`src/rtl/tcrc_pkg.sv`:
```
package tcrc_pkg;

  localparam int CRC_MAXW = 32;

  typedef enum logic [1:0] {
    SEL_CCITT = 2'b00,
    SEL_CRC16 = 2'b01,
    SEL_CRC32 = 2'b10,
    SEL_RSVD  = 2'b11
  } crc_sel_e;

  function automatic logic [CRC_MAXW-1:0] poly_of(input logic [1:0] s);
    case (s)
      SEL_CCITT: poly_of = 32'h0000_1021;
      SEL_CRC16: poly_of = 32'h0000_8005;
      SEL_CRC32: poly_of = 32'h04C1_1DB7;
      default:   poly_of = '0;
    endcase
  endfunction

  function automatic logic [CRC_MAXW-1:0] init_of(input logic [1:0] s);
    case (s)
      SEL_CCITT: init_of = 32'h0000_FFFF;
      SEL_CRC32: init_of = 32'hFFFF_FFFF;
      default:   init_of = '0;
    endcase
  endfunction

  function automatic logic [CRC_MAXW-1:0] good_of(input logic [1:0] s);
    case (s)
      SEL_CCITT: good_of = 32'h0000_1D0F;
      SEL_CRC32: good_of = 32'hC704_DD7B;
      default:   good_of = '0;
    endcase
  endfunction

  // index of the highest-order register bit for the selected width
  function automatic logic [4:0] top_of(input logic [1:0] s);
    top_of = (s == SEL_CRC32) ? 5'd31 : 5'd15;
  endfunction

  function automatic logic inv_of(input logic [1:0] s);
    inv_of = (s == SEL_CCITT) || (s == SEL_CRC32);
  endfunction

endpackage

```
`src/rtl/tcrc_step.sv`:
```
module tcrc_step
  import tcrc_pkg::*;
(
  input  logic [CRC_MAXW-1:0] cur,
  input  logic                din,
  input  logic [1:0]          sel,
  output logic [CRC_MAXW-1:0] nxt
);

  logic [4:0]          top;
  logic                fb;
  logic [CRC_MAXW-1:0] mask;

  always_comb begin
    top  = top_of(sel);
    fb   = cur[top] ^ din;
    mask = (sel == SEL_CRC32) ? {CRC_MAXW{1'b1}} : 32'h0000_FFFF;
    nxt  = ((cur << 1) ^ (fb ? poly_of(sel) : '0)) & mask;
  end

endmodule

```
`src/rtl/tcrc_tx.sv`:
```
module tcrc_tx
  import tcrc_pkg::*;
#(
  parameter int DATA_W = 8
) (
  input  logic              clk,
  input  logic              rst_n,
  input  logic [1:0]        crc_sel,
  input  logic              rev_data,
  input  logic              in_valid,
  output logic              in_ready,
  input  logic [DATA_W-1:0] in_data,
  input  logic              in_last,
  input  logic              in_append,
  output logic              out_valid,
  input  logic              out_ready,
  output logic              out_bit,
  output logic              out_last
);

  localparam int CNT_W = (DATA_W > 1) ? $clog2(DATA_W) : 1;
  localparam logic [CNT_W-1:0] CNT_END = CNT_W'(DATA_W - 1);

  typedef enum logic [1:0] {TX_IDLE, TX_DATA, TX_FCS} tx_st_e;

  tx_st_e              st;
  logic [DATA_W-1:0]   shreg;
  logic [CNT_W-1:0]    bitcnt;
  logic [4:0]          fcscnt;
  logic [CRC_MAXW-1:0] crc;
  logic [CRC_MAXW-1:0] crc_nxt;
  logic                in_frame;
  logic [1:0]          frame_sel;
  logic                frame_rev;
  logic                hold_last;
  logic                hold_app;

  logic       data_bit;
  logic       fcs_bit;
  logic       fcs_go;
  logic       byte_end;
  logic [4:0] top;

  assign top      = top_of(frame_sel);
  assign data_bit = frame_rev ? shreg[DATA_W-1] : shreg[0];
  assign fcs_bit  = crc[top] ^ inv_of(frame_sel);
  assign fcs_go   = hold_app && (frame_sel != SEL_RSVD);
  assign byte_end = (bitcnt == CNT_END);

  assign in_ready  = (st == TX_IDLE);
  assign out_valid = (st != TX_IDLE);
  assign out_bit   = (st == TX_FCS) ? fcs_bit : data_bit;
  assign out_last  = ((st == TX_DATA) && byte_end && hold_last && !fcs_go) ||
                     ((st == TX_FCS) && (fcscnt == top));

  tcrc_step u_step (
    .cur (crc),
    .din (data_bit),
    .sel (frame_sel),
    .nxt (crc_nxt)
  );

  always_ff @(posedge clk or negedge rst_n) begin
    if (!rst_n) begin
      st        <= TX_IDLE;
      shreg     <= '0;
      bitcnt    <= '0;
      fcscnt    <= '0;
      crc       <= '0;
      in_frame  <= 1'b0;
      frame_sel <= 2'b00;
      frame_rev <= 1'b0;
      hold_last <= 1'b0;
      hold_app  <= 1'b0;
    end else begin
      case (st)
        TX_IDLE: begin
          if (in_valid) begin
            st        <= TX_DATA;
            shreg     <= in_data;
            bitcnt    <= '0;
            hold_last <= in_last;
            hold_app  <= in_append;
            if (!in_frame) begin
              in_frame  <= 1'b1;
              frame_sel <= crc_sel;
              frame_rev <= rev_data;
              crc       <= init_of(crc_sel);
            end
          end
        end
        TX_DATA: begin
          if (out_ready) begin
            crc    <= crc_nxt;
            shreg  <= frame_rev ? {shreg[DATA_W-2:0], 1'b0} : {1'b0, shreg[DATA_W-1:1]};
            bitcnt <= bitcnt + 1'b1;
            if (byte_end) begin
              if (hold_last && fcs_go) begin
                st     <= TX_FCS;
                fcscnt <= '0;
              end else begin
                st <= TX_IDLE;
                if (hold_last) in_frame <= 1'b0;
              end
            end
          end
        end
        TX_FCS: begin
          if (out_ready) begin
            crc    <= crc << 1;
            fcscnt <= fcscnt + 5'd1;
            if (fcscnt == top) begin
              st       <= TX_IDLE;
              in_frame <= 1'b0;
            end
          end
        end
        default: st <= TX_IDLE;
      endcase
    end
  end

  a_r9_hold_under_stall: assert property (@(posedge clk) disable iff (!rst_n)
    out_valid && !out_ready |=> out_valid && $stable(out_bit) && $stable(out_last));

  a_r10_single_octet: assert property (@(posedge clk) disable iff (!rst_n)
    in_valid && in_ready |=> !in_ready);

  a_r4_no_fcs_reserved: assert property (@(posedge clk) disable iff (!rst_n)
    (st == TX_FCS) |-> (frame_sel != SEL_RSVD));

  a_r5_end_frees_input: assert property (@(posedge clk) disable iff (!rst_n)
    out_valid && out_ready && out_last |=> in_ready);

endmodule

```
`src/rtl/tcrc_rx.sv`:
```
module tcrc_rx
  import tcrc_pkg::*;
(
  input  logic       clk,
  input  logic       rst_n,
  input  logic [1:0] crc_sel,
  input  logic       rx_valid,
  input  logic       rx_bit,
  input  logic       rx_last,
  output logic       rx_done,
  output logic       rx_crc_err
);

  logic                in_frame;
  logic [1:0]          frame_sel;
  logic [CRC_MAXW-1:0] crc;
  logic [1:0]          cur_sel;
  logic [CRC_MAXW-1:0] cur_crc;
  logic [CRC_MAXW-1:0] crc_nxt;

  assign cur_sel = in_frame ? frame_sel : crc_sel;
  assign cur_crc = in_frame ? crc : init_of(crc_sel);

  tcrc_step u_step (
    .cur (cur_crc),
    .din (rx_bit),
    .sel (cur_sel),
    .nxt (crc_nxt)
  );

  always_ff @(posedge clk or negedge rst_n) begin
    if (!rst_n) begin
      in_frame   <= 1'b0;
      frame_sel  <= 2'b00;
      crc        <= '0;
      rx_done    <= 1'b0;
      rx_crc_err <= 1'b0;
    end else begin
      rx_done <= 1'b0;
      if (rx_valid) begin
        if (rx_last) begin
          in_frame   <= 1'b0;
          rx_done    <= 1'b1;
          rx_crc_err <= (cur_sel != SEL_RSVD) && (crc_nxt != good_of(cur_sel));
        end else begin
          in_frame  <= 1'b1;
          frame_sel <= cur_sel;
          crc       <= crc_nxt;
        end
      end
    end
  end

  a_r6_done_after_last: assert property (@(posedge clk) disable iff (!rst_n)
    rx_done |-> $past(rx_valid && rx_last));

  a_r6_single_pulse: assert property (@(posedge clk) disable iff (!rst_n)
    !(rx_valid && rx_last) |=> !rx_done);

endmodule

```
`src/rtl/tcrc_unit.sv`:
```
module tcrc_unit
  import tcrc_pkg::*;
(
  input  logic       clk,
  input  logic       rst_n,
  input  logic [1:0] crc_sel,
  input  logic       rev_data,
  output logic       cfg_err,
  input  logic       tx_in_valid,
  output logic       tx_in_ready,
  input  logic [7:0] tx_in_data,
  input  logic       tx_in_last,
  input  logic       tx_in_append,
  output logic       tx_out_valid,
  input  logic       tx_out_ready,
  output logic       tx_out_bit,
  output logic       tx_out_last,
  input  logic       rx_valid,
  input  logic       rx_bit,
  input  logic       rx_last,
  output logic       rx_done,
  output logic       rx_crc_err
);

  always_ff @(posedge clk or negedge rst_n) begin
    if (!rst_n) cfg_err <= 1'b0;
    else        cfg_err <= (crc_sel == SEL_RSVD);
  end

  tcrc_tx #(.DATA_W(8)) u_tx (
    .clk       (clk),
    .rst_n     (rst_n),
    .crc_sel   (crc_sel),
    .rev_data  (rev_data),
    .in_valid  (tx_in_valid),
    .in_ready  (tx_in_ready),
    .in_data   (tx_in_data),
    .in_last   (tx_in_last),
    .in_append (tx_in_append),
    .out_valid (tx_out_valid),
    .out_ready (tx_out_ready),
    .out_bit   (tx_out_bit),
    .out_last  (tx_out_last)
  );

  tcrc_rx u_rx (
    .clk        (clk),
    .rst_n      (rst_n),
    .crc_sel    (crc_sel),
    .rx_valid   (rx_valid),
    .rx_bit     (rx_bit),
    .rx_last    (rx_last),
    .rx_done    (rx_done),
    .rx_crc_err (rx_crc_err)
  );

  a_r4_cfg_flag: assert property (@(posedge clk) disable iff (!rst_n)
    cfg_err |-> ($past(crc_sel) == 2'b11));

endmodule

```
`config.mk`:
```
export PLATFORM = sky130hd
export DESIGN_NAME = tcrc_unit
export DESIGN_NICKNAME = d
export VERILOG_FILES = /design/src/rtl/tcrc_pkg.sv /design/src/rtl/tcrc_step.sv /design/src/rtl/tcrc_tx.sv /design/src/rtl/tcrc_rx.sv /design/src/rtl/tcrc_unit.sv
export SDC_FILE = /design/constraint.sdc
export NUM_CORES = 1
export LEC_CHECK = 0
export CELL_PAD_IN_SITES_DETAIL_PLACEMENT = 2
export CELL_PAD_IN_SITES_GLOBAL_PLACEMENT = 2
export CORE_AREA = 3 3 130 132
export DETAILED_ROUTE_END_ITERATION = 10
export DIE_AREA = 0 0 133 135
export DONT_BUFFER_PORTS = 1
export GPL_ROUTABILITY_DRIVEN = 0
export GPL_TIMING_DRIVEN = 0
export MAX_ROUTING_LAYER = met4
export PLACE_DENSITY_LB_ADDON = 0.1
export SLEW_MARGIN = 10
export SYNTH_ARGS = -nofsm -noshare
export SYNTH_HDL_FRONTEND = slang
export SYNTH_SLANG_ARGS = --single-unit
```
`constraint.sdc`:
```
create_clock -name clk -period 3.4 [get_ports clk]
set_input_delay 0.68 -clock clk [delete_from_list [all_inputs] [get_ports clk]]
set_output_delay 0.68 -clock clk [all_outputs]
set_load 0.01 [all_outputs]
```
==> results.sh <==
export IMPL_outcome="finished, final reports clean"
export IMPL_rows=46
export IMPL_dp_hpwl_mm=12.6
export IMPL_grt_usage_pct=21.2
export IMPL_place_inst=878
export IMPL_fmax_ghz=0.303
export IMPL_clkPwrFrac_pct=18.3
export IMPL_die_area_um2=18000
export IMPL_routed_wl_mm=19.0
export IMPL_drive_above_1_share_pct=12.3
export IMPL_clkLatencyLatePin_ps=360
export IMPL_switchingPower_mw=2.42
export IMPL_synth_top_area_share_pct=41.8
export IMPL_worstMarginPinSlew_ps=779
export IMPL_setup_tns_ps=0
export IMPL_ys_flop_type="dfrtp_1"
export IMPL_fp_coreArea_um2=15800
export IMPL_whs_ps=17.8
export IMPL_synth_nets=698
export IMPL_htree_levels=3
export IMPL_drc=0
export IMPL_drv_cap=0
export IMPL_syn_inst=662
export IMPL_period_minus_slack_ps=3300
export IMPL_p_per_area_nw_per_um2=831
export IMPL_p_int_mw=3.03
export IMPL_crit_path_cell_trace="buf_2, buf_2, nor2b_1, a21oi_4, ha_2, buf_6, mux2i_4, buf_6, mux2_4, buf_4, a31oi_2, o221ai_1, a22oi_1, o211ai_1"
export IMPL_drtAntennaViolNets=0
export IMPL_die_h_um=135
export IMPL_avgSynthCellArea_um2=8.51
export IMPL_num_io_pins=27
export IMPL_pwr_share_seq_pct=34.3
export IMPL_fin_util_pct=41.5
export IMPL_synthToLayoutAreaGrowth_pct=16.5
export IMPL_maxSlewViolCount=0
export IMPL_avgViaCountPerCell=5.54
export IMPL_nets=733
export IMPL_leakagePower_nw=2.79
export IMPL_hold_viol=0
export IMPL_port_buffers=0
export IMPL_finalCritPeriodShare_pct=97.1
export IMPL_antenna_found_initial=0
export IMPL_overflow=0
export IMPL_dr_pass1_iters=4
export IMPL_slew_headroom_pct=47.8
export IMPL_synth_area_um2=5630
export IMPL_skew_ps=8.12
export IMPL_yosysTopAreaCell="dfrtp_1"
export IMPL_clk_path_buf_depth=2
export IMPL_final_cells=918
export IMPL_numCtsBuffers=9
export IMPL_drtIter0Drc=223
export IMPL_critical_path_required_ps=3620
export IMPL_path_class="input port to flip-flop"
export IMPL_ys_types=65
export IMPL_ys_warn_count=0
export IMPL_reg2reg_depth=15
export IMPL_synthTopCellsByArea="dfrtp_1 (42%), a21oi_1 (6.8%), nand2_1 (6.7%), o21ai_0 (5.9%), nor2_1 (4.0%)"
export IMPL_grt_pass1_vias=5477
export IMPL_wire_per_inst_um=20.7
export IMPL_cts_tree="done"
export IMPL_synth_edff_count=0
export IMPL_synth_seq_cells=94
export IMPL_hp_class="input port to async pin"
export IMPL_clk_pin_slew_ps=80
export IMPL_cts_sinks=94
export IMPL_critPathTopFamily="buffers and inverters"
export IMPL_cp_end_kind="flip-flop"
export IMPL_via_count=5084
export IMPL_cpMaxStageDelayCell="mux2_4"
export IMPL_synthArstFlopShare_pct=100
export IMPL_diodes=0
export IMPL_vdd_drop_max_mv=0.284
export IMPL_r2r_end="u_rx.rx_crc_err"
export IMPL_layout_setup_ws_ps=97.5
export IMPL_cp_arrival_ps=3530
export IMPL_cp_max_fo=10
export IMPL_reg2reg_from="u_rx.in_frame"
export IMPL_finalSetupViolations=0
export IMPL_pre_cts_ws_ps=-1200
export IMPL_ff2ff_setup_slack_ps=130
export IMPL_root_buffer="clkbuf_16"
export IMPL_grt_pass1_wl_mm=29.7
export IMPL_start_util_pct=35.6
export IMPL_power_frac_comb_pct=47.4
export IMPL_cp_slowest_stage_delay_ps=340
export IMPL_grt_max_degree=94
export IMPL_ys_seq_area_share_pct=41.8
export IMPL_startpoint_type="input port"
export IMPL_die_x_um=133
export IMPL_switching_share_pct=44.4
export IMPL_crit_buf_inv=5
[worst max path at each step]
stage               cells past startpoint              end  slack (ps)           from
floorplan                              15  u_rx.rx_crc_err          30  u_rx.in_frame
global placement                       15  u_rx.rx_crc_err       -1160  u_rx.in_frame
detailed placement                     15  u_rx.rx_crc_err       -1200  u_rx.in_frame
CTS                                    16  u_rx.rx_crc_err           3  u_rx.in_frame
global route                           14  u_rx.rx_crc_err         -20     crc_sel[0]
finish                                 14  u_rx.rx_crc_err         100     crc_sel[0]
[area by class of cell]
class                   count  area [um^2]
multi-input cells         502         3130
repair buffers             25          215
flip-flops and latches     94         2350
fillers                  1736         9270
clock inverters             6         46.3
inverters                  22         82.6
well taps                 216          270
plain buffers              43          235
clock buffers              10          229
[sequential cells by signal, indices dropped and copies added (netlist names), 2 cells and up]
signal / cells
u_tx.crc: 32
u_tx.frame_sel: 2
u_rx.crc: 32
u_tx.bitcnt: 3
u_tx.st: 2
u_tx.shreg: 8
u_tx.fcscnt: 5
u_rx.frame_sel: 2
[stage by stage]
step                area [um^2]  total power [mW]
finish                     6560              5.45
global route               6560              5.96
CTS                        6340              5.43
detailed placement         5900              4.35
global placement           5900              4.17
floorplan                  5630              3.60
[power groups by stage]
stage	Clock (mW)	Sequential [mW]	Combinational [mW]
floorplan	0	1.77	1.82
global placement	0	1.86	2.32
detailed placement	0	1.89	2.46
CTS	1.02	1.87	2.54
global route	1.08	1.93	2.94
finish	0.998	1.87	2.58
[placed cells by master (no fill, tap or decap), types with 7 or more instances in the layout]
master / instances
buf_4: 19
nor2_1: 60
dfrtp_1: 94
a21oi_1: 76
nor2b_1: 11
clkbuf_16: 9
inv_1: 20
nand2_1: 100
mux2i_1: 14
ha_1: 15
buf_2: 10
mux2_2: 9
xor2_1: 8
xnor2_1: 13
clkbuf_1: 26
nand3_1: 11
o21ai_0: 66
a31oi_1: 7
[kinds of logic after synthesis]
logic type	after synthesis	synth area share (%)
AND/OR/NAND/NOR	235	19.7
AO/OA/AOI/OAI	200	20.5
flip-flops	94	41.8
buffers and inverters	66	4.91
multiplexers	27	5.31
XOR/XNOR	24	4.22
adder cells (fa/ha/maj)	16	3.56
[layer usage]
metal  track usage (%)  wire length, um
met3              3.73              670
met1              25.7             8350
met2              37.4             9610
met5                 -                0
met4              4.39              342
[cell usage after synthesis, types with 4 or more instances]
cell type and number:
nand2_1 100, xor2_1 9, or3_1 4, nor2b_1 12
a21o_1 6, nand2b_1 6, buf_2 14, a21oi_1 77
mux2_2 9, mux2i_1 16, a211oi_1 4, and2_1 4
nand3_1 11, nand3b_1 6, clkbuf_1 25, xnor2_1 13
ha_1 16, nor4b_1 4, inv_1 21, a31oi_1 9
a22oi_1 6, o21ai_0 66, nor3_1 5, nor3b_1 4
nor2_1 60, dfrtp_1 94
[what timing repair did]
item	4_1_cts	5_1_grt
setup buffers	7	14
pin swaps	4	3
hold buffers	1	3
gates resized for setup	27	14
hold endpoints to repair	2	25
endpoints found under the setup margin	22	1
Power figures use the tool's default switching activity.
